==> config.mk <==
export PLATFORM = sky130hd
export DESIGN_NAME = pit_channel
export DESIGN_NICKNAME = d
export VERILOG_FILES = /design/src/rtl/pit_pkg.sv /design/src/rtl/pit_cnt_dec.sv /design/src/rtl/pit_cnt_half.sv /design/src/rtl/pit_out_shape.sv /design/src/rtl/pit_channel.sv
export SDC_FILE = /design/constraint.sdc
export NUM_CORES = 1
export LEC_CHECK = 0
export BUFFER_PORTS_ARGS = -buffer_cell sky130_fd_sc_hd__buf_2
export CORE_ASPECT_RATIO = 1.5
export CORE_MARGIN = 3
export CORE_UTILIZATION = 59
export DETAILED_ROUTE_END_ITERATION = 16
export PLACE_DENSITY = 0.88
export SLEW_MARGIN = 40
export SYNTH_ARGS = -nofsm -noshare
export SYNTH_HDL_FRONTEND = slang
export SYNTH_SLANG_ARGS = --single-unit
==> constraint.sdc <==
create_clock -name clk -period 2.1 [get_ports clk]
set_input_delay 0.105 -clock clk [delete_from_list [all_inputs] [get_ports clk]]
set_output_delay 0.105 -clock clk [all_outputs]
set_load 0.005 [all_outputs]
==> src/rtl/pit_pkg.sv <==
package pit_pkg;

  typedef enum logic [2:0] {
    MODE_TC      = 3'd0,
    MODE_ONESHOT = 3'd1,
    MODE_RATE    = 3'd2,
    MODE_SQUARE  = 3'd3,
    MODE_SWSTB   = 3'd4,
    MODE_HWSTB   = 3'd5
  } pit_mode_e;

  // Codes 6 and 7 fold onto the periodic modes.
  function automatic pit_mode_e pit_decode_mode(input logic [2:0] code);
    pit_mode_e m;
    case (code)
      3'd0:    m = MODE_TC;
      3'd1:    m = MODE_ONESHOT;
      3'd2:    m = MODE_RATE;
      3'd3:    m = MODE_SQUARE;
      3'd4:    m = MODE_SWSTB;
      3'd5:    m = MODE_HWSTB;
      3'd6:    m = MODE_RATE;
      default: m = MODE_SQUARE;
    endcase
    return m;
  endfunction

endpackage

==> src/rtl/pit_cnt_dec.sv <==
module pit_cnt_dec #(
  parameter int W = 16
) (
  input  logic [W-1:0] cur,
  input  logic         bcd,
  output logic [W-1:0] nxt
);
  localparam int ND = W / 4;

  logic [ND-1:0] borrow;
  logic [W-1:0]  bcd_nxt;

  assign borrow[0] = 1'b1;

  generate
    for (genvar i = 0; i < ND; i++) begin : g_dig
      assign bcd_nxt[4*i +: 4] = !borrow[i] ? cur[4*i +: 4] :
                                 (cur[4*i +: 4] == 4'd0) ? 4'd9 : cur[4*i +: 4] - 4'd1;
      if (i < ND - 1) begin : g_chain
        assign borrow[i+1] = borrow[i] & (cur[4*i +: 4] == 4'd0);
      end
    end
  endgenerate

  assign nxt = bcd ? bcd_nxt : cur - W'(1);

endmodule

==> src/rtl/pit_cnt_half.sv <==
module pit_cnt_half #(
  parameter int W = 16
) (
  input  logic [W-1:0] val,
  input  logic         bcd,
  output logic [W-1:0] half
);
  localparam int ND = W / 4;
  localparam logic [W-1:0] BIN_TOP = {1'b1, {(W-1){1'b0}}};
  localparam logic [W-1:0] BCD_TOP = {4'd5, {(W-4){1'b0}}};

  logic          is_zero;
  logic [W-1:0]  bcd_half;

  assign is_zero = ~|val;

  generate
    for (genvar i = 0; i < ND; i++) begin : g_dig
      if (i == ND - 1) begin : g_top
        assign bcd_half[4*i +: 4] = {1'b0, val[4*i+1 +: 3]};
      end else begin : g_low
        assign bcd_half[4*i +: 4] = {1'b0, val[4*i+1 +: 3]} +
                                    (val[4*(i+1)] ? 4'd5 : 4'd0);
      end
    end
  endgenerate

  always_comb begin
    if (is_zero) half = bcd ? BCD_TOP : BIN_TOP;
    else         half = bcd ? bcd_half : (val >> 1);
  end

endmodule

==> src/rtl/pit_out_shape.sv <==
module pit_out_shape
  import pit_pkg::*;
#(
  parameter int W = 16
) (
  input  pit_mode_e    mode,
  input  logic         load,
  input  logic         run_q,
  input  logic         run_n,
  input  logic         en,
  input  logic         gate,
  input  logic         cnt_one,
  input  logic [W-1:0] cnt_n,
  input  logic [W-1:0] half,
  input  logic         out_q,
  output logic         out_n
);
  logic next_is_one;
  logic next_upper;

  assign next_is_one = (cnt_n == W'(1));
  assign next_upper  = (cnt_n == '0) || (cnt_n > half);

  always_comb begin
    case (mode)
      MODE_TC: begin
        if (load)                   out_n = 1'b0;
        else if (run_q && en && cnt_one) out_n = 1'b1;
        else                        out_n = out_q;
      end
      MODE_ONESHOT: begin
        if (load)                   out_n = 1'b0;
        else if (run_q && cnt_one)  out_n = 1'b1;
        else                        out_n = out_q;
      end
      MODE_RATE:   out_n = !(run_n && gate && next_is_one);
      MODE_SQUARE: out_n = (run_n && gate) ? next_upper : 1'b1;
      default:     out_n = load ? 1'b1 : !(run_q && cnt_one);
    endcase
  end

endmodule

==> src/rtl/pit_channel.sv <==
module pit_channel
  import pit_pkg::*;
#(
  parameter int W = 16
) (
  input  logic         clk,
  input  logic         rst_n,
  input  logic         gate,
  input  logic         ctl_wr,
  input  logic [2:0]   ctl_mode,
  input  logic         ctl_bcd,
  input  logic         ld_wr,
  input  logic [W-1:0] ld_val,
  output logic         out,
  output logic [W-1:0] count,
  output logic         null_count
);
  localparam logic [W-1:0] ONE = W'(1);

  // reset: asynchronous assert, synchronous release
  logic rst_meta_q, rst_sync_n;

  always_ff @(posedge clk or negedge rst_n) begin
    if (!rst_n) begin
      rst_meta_q <= 1'b0;
      rst_sync_n <= 1'b0;
    end else begin
      rst_meta_q <= 1'b1;
      rst_sync_n <= rst_meta_q;
    end
  end

  pit_mode_e    mode_q, mode_n;
  logic         bcd_q, bcd_n;
  logic [W-1:0] init_q, init_n;
  logic [W-1:0] act_q, act_n;
  logic [W-1:0] cnt_q, cnt_n;
  logic         out_q, out_n;
  logic         run_q, run_n;
  logic         pend_q, pend_n;
  logic         have_q, have_n;
  logic         null_q, null_n;
  logic         gate_q;

  logic         gate_rise, en, load, cnt_one, periodic;
  logic         shaped_out;
  logic [W-1:0] dec_val, half_val;
  pit_mode_e    new_mode;

  assign gate_rise = gate & ~gate_q;
  assign cnt_one   = (cnt_q == ONE);
  assign periodic  = (mode_q == MODE_RATE) || (mode_q == MODE_SQUARE);
  assign new_mode  = pit_decode_mode(ctl_mode);

  pit_cnt_dec #(.W(W)) u_dec (
    .cur (cnt_q),
    .bcd (bcd_q),
    .nxt (dec_val)
  );

  pit_cnt_half #(.W(W)) u_half (
    .val  (act_n),
    .bcd  (bcd_q),
    .half (half_val)
  );

  pit_out_shape #(.W(W)) u_shape (
    .mode    (mode_q),
    .load    (load),
    .run_q   (run_q),
    .run_n   (run_n),
    .en      (en),
    .gate    (gate),
    .cnt_one (cnt_one),
    .cnt_n   (cnt_n),
    .half    (half_val),
    .out_q   (out_q),
    .out_n   (shaped_out)
  );

  // counting enable and transfer decision
  always_comb begin
    en = (mode_q == MODE_TC || periodic) ? gate : 1'b1;
    case (mode_q)
      MODE_TC, MODE_SWSTB:      load = pend_q;
      MODE_ONESHOT, MODE_HWSTB: load = gate_rise & have_q;
      default:                  load = have_q & ((pend_q & ~run_q) | gate_rise |
                                                 (run_q & gate & cnt_one));
    endcase
  end

  // counter datapath next state
  always_comb begin
    cnt_n  = cnt_q;
    act_n  = act_q;
    run_n  = run_q;
    pend_n = pend_q;
    null_n = null_q;
    if (load) begin
      cnt_n  = init_q;
      act_n  = init_q;
      run_n  = 1'b1;
      pend_n = 1'b0;
      null_n = 1'b0;
    end else if (run_q && en) begin
      cnt_n = dec_val;
      if (cnt_one && !periodic) run_n = 1'b0;
    end
    if (ctl_wr) begin
      cnt_n  = cnt_q;
      act_n  = act_q;
      run_n  = 1'b0;
      pend_n = 1'b0;
      null_n = 1'b1;
    end
    if (ld_wr) begin
      pend_n = 1'b1;
      null_n = 1'b1;
    end
  end

  // configuration next state
  always_comb begin
    mode_n = mode_q;
    bcd_n  = bcd_q;
    init_n = init_q;
    have_n = have_q;
    out_n  = shaped_out;
    if (ctl_wr) begin
      mode_n = new_mode;
      bcd_n  = ctl_bcd;
      have_n = 1'b0;
      out_n  = (new_mode != MODE_TC);
    end
    if (ld_wr) begin
      init_n = ld_val;
      have_n = 1'b1;
    end
  end

  always_ff @(posedge clk or negedge rst_sync_n) begin
    if (!rst_sync_n) begin
      mode_q <= MODE_TC;
      bcd_q  <= 1'b0;
      init_q <= '0;
      act_q  <= '0;
      cnt_q  <= '0;
      out_q  <= 1'b1;
      run_q  <= 1'b0;
      pend_q <= 1'b0;
      have_q <= 1'b0;
      null_q <= 1'b0;
      gate_q <= 1'b0;
    end else begin
      mode_q <= mode_n;
      bcd_q  <= bcd_n;
      init_q <= init_n;
      act_q  <= act_n;
      cnt_q  <= cnt_n;
      out_q  <= out_n;
      run_q  <= run_n;
      pend_q <= pend_n;
      have_q <= have_n;
      null_q <= null_n;
      gate_q <= gate;
    end
  end

  assign out        = out_q;
  assign count      = cnt_q;
  assign null_count = null_q;

endmodule

==> results.yml, run 1 <==
grt:
  gr-total-overflow: 13
  grt.total_usage_pct: 65.14
  grt_max_degree: 35
  grt_pass1_vias: 6082
  grt_pass1_wl_mm: 36.85
synth:
  ys_warn_count: 0
  synth-edff-count: 0
  synth-seq-cells: 60
  synth.top_cells.by_area: "dfrtp_1 (39%), ha_1 (7.5%), nand2_1 (5.0%)"
  synth_flop_cell: "dfrtp_1"
  syn_nets: 461
  synth-async-reset-ratio_pct: 100.0
  seq_area_frac_synth_pct: 39.35
  synth_top_cell_by_area: "dfrtp_1"
  synth_top_area_share_pct: 38.66
  synth_cells: 413
  yosysUniqueCellTypes: 67
  syn_area_sq_um: 3819
  avgSynthCellArea_sq_um: 9.246
outcome:
  status: "did not finish"
  lastStage: "global routing (5_1_grt)"
  stop_error: "[ERROR GRT-0116] Global routing finished with congestion. Check the congestion regions in the DRC Viewer."
placed_design:
  place.gp.congestion: 1.095
  preCtsSetupSlack_ns: -2.723
  portBuffers: 42
  dpl_cell_area_sq_um: 5166
  hpwl_mm: 10.89
clock_tree:
  clockRootBuffer: "clkbuf_8"
  cts_num_sinks: 60
  clk_path_buf_depth: 2
  htreeDepth: 3
  cts_buffers: 9
floorplan:
  fp.dieW_um: 71.69
  start_util_pct: 61.41
  die_h_um: 104.5
  row_count: 35
  ioPinCount: 43
## stage by stage
stage          hold slack, ns  utilization [%]  std cells
2_1_floorplan         -0.1906                -        413
3_3_place_gp          -0.1100            83.08        643
3_5_place_dp          -0.1048            83.08        643
4_1_cts              0.007501            95.27        691
## cells by family after synthesis
family / after synthesis / share of synthesized area (%)
DFF: 60 / 39.35
buffers and inverters: 39 / 4.128
adders and majority gates: 23 / 7.536
muxes: 28 / 7.896
AOI/OAI and AO/OA: 107 / 18.97
xor gates and xnor gates: 7 / 1.606
and+or+nand+nor: 148 / 20.41
other: 1 / 0.09820
## layer usage
layer	global-route usage (%)	GRT overflow
met1	67.85	1
met4	60.35	6
met5	12.59	0
met3	44.08	0
met2	83.68	6
## synthesized netlist by cell type, types with 3 or more instances
cell type,count
a21o_1,4
a21oi_1,18
a221o_1,3
a31oi_1,11
and2_1,3
buf_1,4
buf_2,3
clkbuf_1,11
dfrtp_1,59
ha_1,23
inv_1,19
mux2_2,17
mux2i_1,11
nand2_1,51
nand2b_1,4
nand3_1,10
nand4_1,6
nor2_1,20
nor2b_1,4
nor3_1,11
nor4_1,10
o211ai_1,9
o21a_1,7
o21ai_0,25
or3_1,8
or4_1,4
xnor2_1,7
## timing repair
item,4_1_cts
pin swaps,5
buffers inserted,14
setup endpoints to repair,36
hold buffers,19
endpoints found under the hold margin,21
resized for setup,53
==> run 2: changes to the inputs <==
--- a/config.mk
+++ b/config.mk
@@ -6,11 +6,10 @@
 export NUM_CORES = 1
 export LEC_CHECK = 0
 export BUFFER_PORTS_ARGS = -buffer_cell sky130_fd_sc_hd__buf_2
-export CORE_ASPECT_RATIO = 1.5
 export CORE_MARGIN = 3
-export CORE_UTILIZATION = 59
+export CORE_UTILIZATION = 40
 export DETAILED_ROUTE_END_ITERATION = 16
-export PLACE_DENSITY = 0.88
+export PLACE_DENSITY_LB_ADDON = 0.15
 export SLEW_MARGIN = 40
 export SYNTH_ARGS = -nofsm -noshare
 export SYNTH_HDL_FRONTEND = slang
==> results.yml, run 2 <==
outcome:
  status: "finished, violations left"
  violations: "negative hold slack, negative setup slack"
route:
  drt_wl_total_mm: 13.94
  first_iter_violations: 168
  vias: 4125
  vias_per_cell: 5.392
  firstDrtPassIters: 5
  postRouteAntennaNets: 0
  drc: 0
  wl_per_cell_um: 18.22
synth:
  synth-seq-cells: 60
  seq_area_frac_synth_pct: 39.35
  synth-edff-count: 0
  synth_top_area_share_pct: 38.66
  avgSynthCellArea_sq_um: 9.246
  syn_nets: 461
  synth_flop_cell: "dfrtp_1"
  yosysUniqueCellTypes: 67
  synth_top_cell_by_area: "dfrtp_1"
  syn_area_sq_um: 3819
  ys_warn_count: 0
  synth.most_common_cell: "dfrtp_1"
  synth.top_cells.by_area: "dfrtp_1 (39%), ha_1 (7.5%), nand2_1 (5.0%)"
  synth_common_cells: "dfrtp_1 (59), nand2_1 (51), o21ai_0 (25), ha_1 (23), nor2_1 (20)"
  synth_cells: 413
  synth-async-reset-ratio_pct: 100.0
worst_setup_path:
  cp.required_ns: 2.37
  slowest_stage: "or4_4"
  crit_path_max_incr_delay_ns: 0.54
  cp-end-kind: "flop"
  path_class: "flop to flop"
  crit_family: "simple AND/OR/NAND/NOR gates"
  crit_top_cell: "o21a_1"
  cp.depth: 22
  path_buf_inv: 3
  path_cells: "or4_4, or3_4, or4_4, a21oi_4, buf_6, mux2i_4, buf_6, inv_4, nor4_2, nand4_1, nand2_1, ha_1, nor2b_1, o21a_1, o21a_1, o21ai_1, a21oi_1, o21a_1, o21ai_2, nand3_1, mux2i_1, o41ai_2"
  cp-start-kind: "flop"
  worstRegToRegCells: 22
  arrival_ns: 4.95
  cp_max_fo: 3
floorplan:
  row_count: 35
  die_h_um: 103.7
  dieArea_sq_um: 10750
  design.core.area_sq_um: 9240
  ioPinCount: 43
  start_util_pct: 41.33
  fp.dieW_um: 103.7
clock_tree:
  cts_buffers: 9
  htreeDepth: 3
  clk_latency_ns: 0.35
  clockRootBuffer: "clkbuf_8"
  clk_path_buf_depth: 2
  clk_pin_slew_ns: 0.08
  cts_num_sinks: 60
  cts_tree: "yes"
sta:
  rsz0062_at_grt: "true"
  clock_skew_ns: 0.01452
  relSlewSlack_pct: 58.82
  whs_ns: -0.0002513
  setup_viol: 36
  slew_violations: 0
  clock.fmax_mhz: 213.6
  worst_slew_pin_slew_ns: 0.6178
  period_minus_slack_ns: 4.681
  hold_violations: 1
  post-route-period-util_pct: 222.9
  layout_setup_ws_ns: -2.581
grt:
  grt_pass1_wl_mm: 21.91
  antenna_found_initial: 0
  grt_max_degree: 35
  gr-total-overflow: 0
  grt.total_usage_pct: 26.08
  grt_pass1_vias: 4125
worst_hold_path:
  min_path_cells: 2
  hold_path_class: "input pin to flop"
finish:
  drive_gt1_share_pct: 48.11
  layout_common_cells: "buf_4 (128), dfrtp_1 (58), nand2_1 (46)"
  antenna_cells: 0
  layout_commonest_cell: "buf_4"
  layoutNonFillerInstCount: 765
  n_fill_cell: 753
  nets: 680
  syn_to_final_growth_pct: 65.30
pwr:
  leakage_uw: 0.002897
  power_density_nw_per_um2: 987.8
  irDropWorstVdd_mv: 0.5862
placed_design:
  place.gp.congestion: 0.9753
  preCtsSetupSlack_ns: -2.691
  hpwl_mm: 10.16
  dp_cells: 704
  portBuffers: 42
run:
  maxCapViolCount: 0
## run 2: stage by stage
stage	total power, uW	setup TNS (ns)	cell area, sq um	utilization [%]
floorplan	3076	-15.14	3951	-
global placement	4461	-19.95	5255	56.87
detailed placement	4500	-21.66	5255	56.87
CTS	6082	-23.13	6123	66.27
global route	6662	-24.87	6312	68.31
finish	6236	-21.55	6312	68.31
## run 2: metal layers
layer	vias to the layer above	global-route usage [%]	part of all wire [%]
met5	-	0	0
met4	0	9.117	2.8
met3	30	4.922	6.0
met2	129	44.67	50
met1	1993	33.02	42
li1	1973	-	-
## run 2: area by class of cell
cell class | instances | area (sq um) | share of cell area (%)
Clock inverter | 1 | 30.03 | 0.4757
Timing Repair Buffer | 226 | 1805 | 28.60
Tap cell | 129 | 161.4 | 2.557
Sequential cell | 60 | 1504 | 23.83
Clock buffer | 14 | 182.7 | 2.894
Multi-Input combinational cell | 315 | 2549 | 40.38
Inverter | 20 | 80.08 | 1.269
## run 2: worst paths after layout
kind	startpoint	endpoint	slack [ns]
setup / recovery	count[10]$_DFF_PN0_	out$_DFFE_PN1P_	-2.58
hold / removal	ld_val[6]	init_q[6]$_DFFE_PN0P_	-0.0003
setup reg to reg	count[10]$_DFF_PN0_	out$_DFFE_PN1P_	-2.58
hold reg to reg	rst_sync_n$_DFF_PN0_	init_q[6]$_DFFE_PN0P_	0.28
max in group asynchronous	rst_sync_n$_DFF_PN0_	out$_DFFE_PN1P_	1.14
min in group asynchronous	rst_n	rst_sync_n$_DFF_PN0_	0.06
## run 2: timing repair
item,in CTS,in global routing
endpoints found under the hold margin,19,1
cloned,1,0
setup endpoints to repair,36,36
resized for setup,63,50
setup buffers,32,19
hold buffers,17,1
pin swaps,10,17
## run 2: kinds of logic (layout without fill, tap and decap cells)
| group | after synthesis | count (layout) | synth area share (%) |
|---|---|---|---|
| AO/OA/AOI/OAI | 107 | 108 | 18.97 |
| XOR/XNOR | 7 | 7 | 1.606 |
| adder cells (fa/ha/maj) | 23 | 23 | 7.536 |
| buffers and inverters | 39 | 261 | 4.128 |
| flip-flops | 60 | 60 | 39.35 |
| multiplexers | 28 | 28 | 7.896 |
| other | 1 | 1 | 0.09820 |
| AND/OR/NAND/NOR | 148 | 148 | 20.41 |
## run 2: power by group
part	switching [uW]	internal, uW
registers	172	1410
logic	1660	1850
clock network	476	673
total	2300	3930
No activity file was read; power rests on OpenSTA's default activity.
==> run 3: changes to the inputs <==
--- a/config.mk
+++ b/config.mk
@@ -5,6 +5,7 @@
 export SDC_FILE = /design/constraint.sdc
 export NUM_CORES = 1
 export LEC_CHECK = 0
+export ABC_AREA = 1
 export BUFFER_PORTS_ARGS = -buffer_cell sky130_fd_sc_hd__buf_2
 export CORE_MARGIN = 3
 export CORE_UTILIZATION = 40
==> results.yml, run 3 <==
route:
  vias: 4723
  top_layer: "met4"
  drc: 0
  drt_wl_total_mm: 13.44
  firstDrtPassIters: 5
  wl_met2_mm: 6.590
  postRouteAntennaNets: 0
  met1Wirelength_mm: 6.057
  wl_per_cell_um: 13.79
  wl_met3_um: 520
  first_iter_violations: 254
  vias_per_cell: 4.844
synth:
  synth-async-reset-ratio_pct: 100.0
  synth_xor_xnor_area_share_pct: 1.436
  yosys.area_share.simple_pct: 35.07
  synth_common_cells: "nand2_1 (164), inv_1 (81), dfrtp_1 (59), nand3_1 (55), nor2_1 (51)"
  avgSynthCellArea_sq_um: 7.141
  synth_compound_area_share_pct: 11.46
  yosysUniqueCellTypes: 46
  seq_area_frac_synth_pct: 35.19
  ys_warn_count: 0
  synth_top_family_by_area: "simple AND/OR/NAND/NOR gates"
  synth-adder-area-share_pct: 6.739
  synth-seq-cells: 60
  synth.most_common_cell: "nand2_1"
  synth_top_area_share_pct: 34.57
  muxShareOfSynthArea_pct: 0
  syn_nets: 646
  synth-edff-count: 0
  syn_area_sq_um: 4270
  synth_flop_cell: "dfrtp_1"
  synth.top_cells.by_area: "dfrtp_1 (35%), nand2_1 (14%), inv_1 (7.1%)"
  synth_cells: 598
  synth_top_cell_by_area: "dfrtp_1"
clock_tree:
  clk_path_buf_depth: 2
  clockRootBuffer: "clkbuf_8"
  clk_pin_slew_ns: 0.07
  cts_tree: "yes"
  cts_num_sinks: 60
  htreeDepth: 3
  cts_buffers: 9
  clk_latency_ns: 0.35
finish:
  n_fill_cell: 935
  drive_gt1_share_pct: 40.29
  antenna_cells: 0
  nets: 883
  layout_commonest_cell: "buf_4"
  syn_to_final_growth_pct: 57.19
  layout_common_cells: "buf_4 (174), nand2_1 (152), inv_1 (71)"
pwr:
  power_density_nw_per_um2: 923.8
  irDropWorstVdd_mv: 0.5022
  leakage_uw: 0.003471
worst_hold_path:
  hold_path_class: "input pin to asynchronous set/reset pin"
worst_setup_path:
  cp.required_ns: 2.39
  cp-end-kind: "flop"
  slowest_stage: "dfrtp_1"
  crit_path_max_incr_delay_ns: 0.39
  cp_max_fo: 7
  cp-start-kind: "flop"
  arrival_ns: 3.92
  path_class: "flop to flop"
sta:
  fin_tns_setup_ns: -1.606
  post-route-period-util_pct: 172.8
  layout_setup_ws_ns: -1.529
  setup_viol: 3
  clock_skew_ns: 0.009439
  period_minus_slack_ns: 3.629
  clock.fmax_mhz: 275.6
  rsz0062_at_grt: "true"
  hold_violations: 0
  slew_violations: 0
floorplan:
  design.core.area_sq_um: 10370
  dieArea_sq_um: 11950
  start_util_pct: 41.18
  die_h_um: 109.3
  ioPinCount: 43
  fp.dieW_um: 109.3
  row_count: 37
outcome:
  violations: "negative setup slack"
  status: "finished, violations left"
placed_design:
  hpwl_mm: 10.24
  place.gp.congestion: 0.9048
  preCtsSetupSlack_ns: -1.564
  portBuffers: 42
grt:
  grt_pass1_wl_mm: 21.27
  grt_pass1_vias: 4509
  grt_max_degree: 31
  grt.total_usage_pct: 22.99
  gr-total-overflow: 0
  antenna_found_initial: 0
run:
  maxCapViolCount: 0
-- run 3: changes by cell type after synthesis, sizes merged, moves of 8 or more --
| cell | change |
|---|---|
| o21ai | +17 |
| or3 | -8 |
| nor2 | +38 |
| mux2i | -11 |
| mux2 | -17 |
| nand4 | +14 |
| inv | +65 |
| a31oi | -11 |
| nor4 | -11 |
| nand2 | +118 |
| nand3 | +52 |
-- run 3: per-stage QoR --
stage	std cells	utilization, %	hold WS (ns)	power, uW	instance area [sq um]
2_1_floorplan	598	-	-0.1906	3230	4309
3_3_place_gp	921	56.43	-0.1112	4659	5852
3_5_place_dp	921	56.43	-0.1093	4733	5852
4_1_cts	958	60.92	0.04066	5882	6317
5_1_grt	975	64.73	0.05708	6691	6713
6_report	975	64.73	0.04711	6201	6713
-- run 3: worst max-delay path, delay by kind of cell, from the launching register on --
family	cells	cell delay (ns)
flip-flops	1	0.39
adder cells (fa/ha/maj)	2	0.41
buffers and inverters	3	0.37
AO/OA/AOI/OAI	1	0.07
AND/OR/NAND/NOR	25	2.33
-- run 3: logic make-up after synthesis --
logic type,count (synthesis)
other cells,1
flops,60
fa+ha+maj,23
compound gates,78
xor+xnor,7
buf+inv,105
simple gates,324
-- run 3: layout make-up --
class | count | area (sq um) | area share, %
clock inverters | 2 | 35.03 | 0.5219
clock buffers | 13 | 158.9 | 2.367
multi-input cells | 434 | 2690 | 40.07
inverters | 87 | 334.1 | 4.977
flip-flops and latches | 60 | 1504 | 22.40
well taps | 136 | 170.2 | 2.535
repair buffers | 243 | 1821 | 27.12
-- run 3: power breakdown --
| group | leakage, uW | switching [uW] | internal, uW | total (uW) |
|---|---|---|---|---|
| sequential | 0.000694 | 165 | 1410 | 1570 |
| combinational | 0.00268 | 1820 | 1760 | 3580 |
| clock | 0.0000995 | 445 | 605 | 1050 |
-- run 3: worst paths after layout --
path,slack (ns),from,end,cells past startpoint
worst max-delay path,-1.53,count[1]$_DFF_PN0_,out$_DFFE_PN1P_,31
worst min-delay path,0.05,rst_n,rst_sync_n$_DFF_PN0_,2
worst max register to register,-1.53,count[1]$_DFF_PN0_,out$_DFFE_PN1P_,31
worst min register to register,0.20,rst_sync_n$_DFF_PN0_,init_q[0]$_DFFE_PN0P_,0
max in group asynchronous,1.34,rst_sync_n$_DFF_PN0_,out$_DFFE_PN1P_,1
min in group clk,0.05,ctl_mode[1],mode_q[1]$_DFFE_PN0P_,3
-- run 3: repair_timing --
item,4_1_cts,5_1_grt
setup buffers,1,16
cloned,0,1
endpoints found under the hold margin,22,0
pin swaps,9,40
hold buffers,21,0
gates resized for setup,15,62
endpoints found under the setup margin,4,20
-- run 3: layer usage --
| layer | vias up | track usage [%] |
|---|---|---|
| met5 | - | 0 |
| met3 | 20 | 2.584 |
| li1 | 2427 | - |
| met2 | 96 | 38.62 |
| met1 | 2180 | 30.24 |
| met4 | 0 | 9.172 |
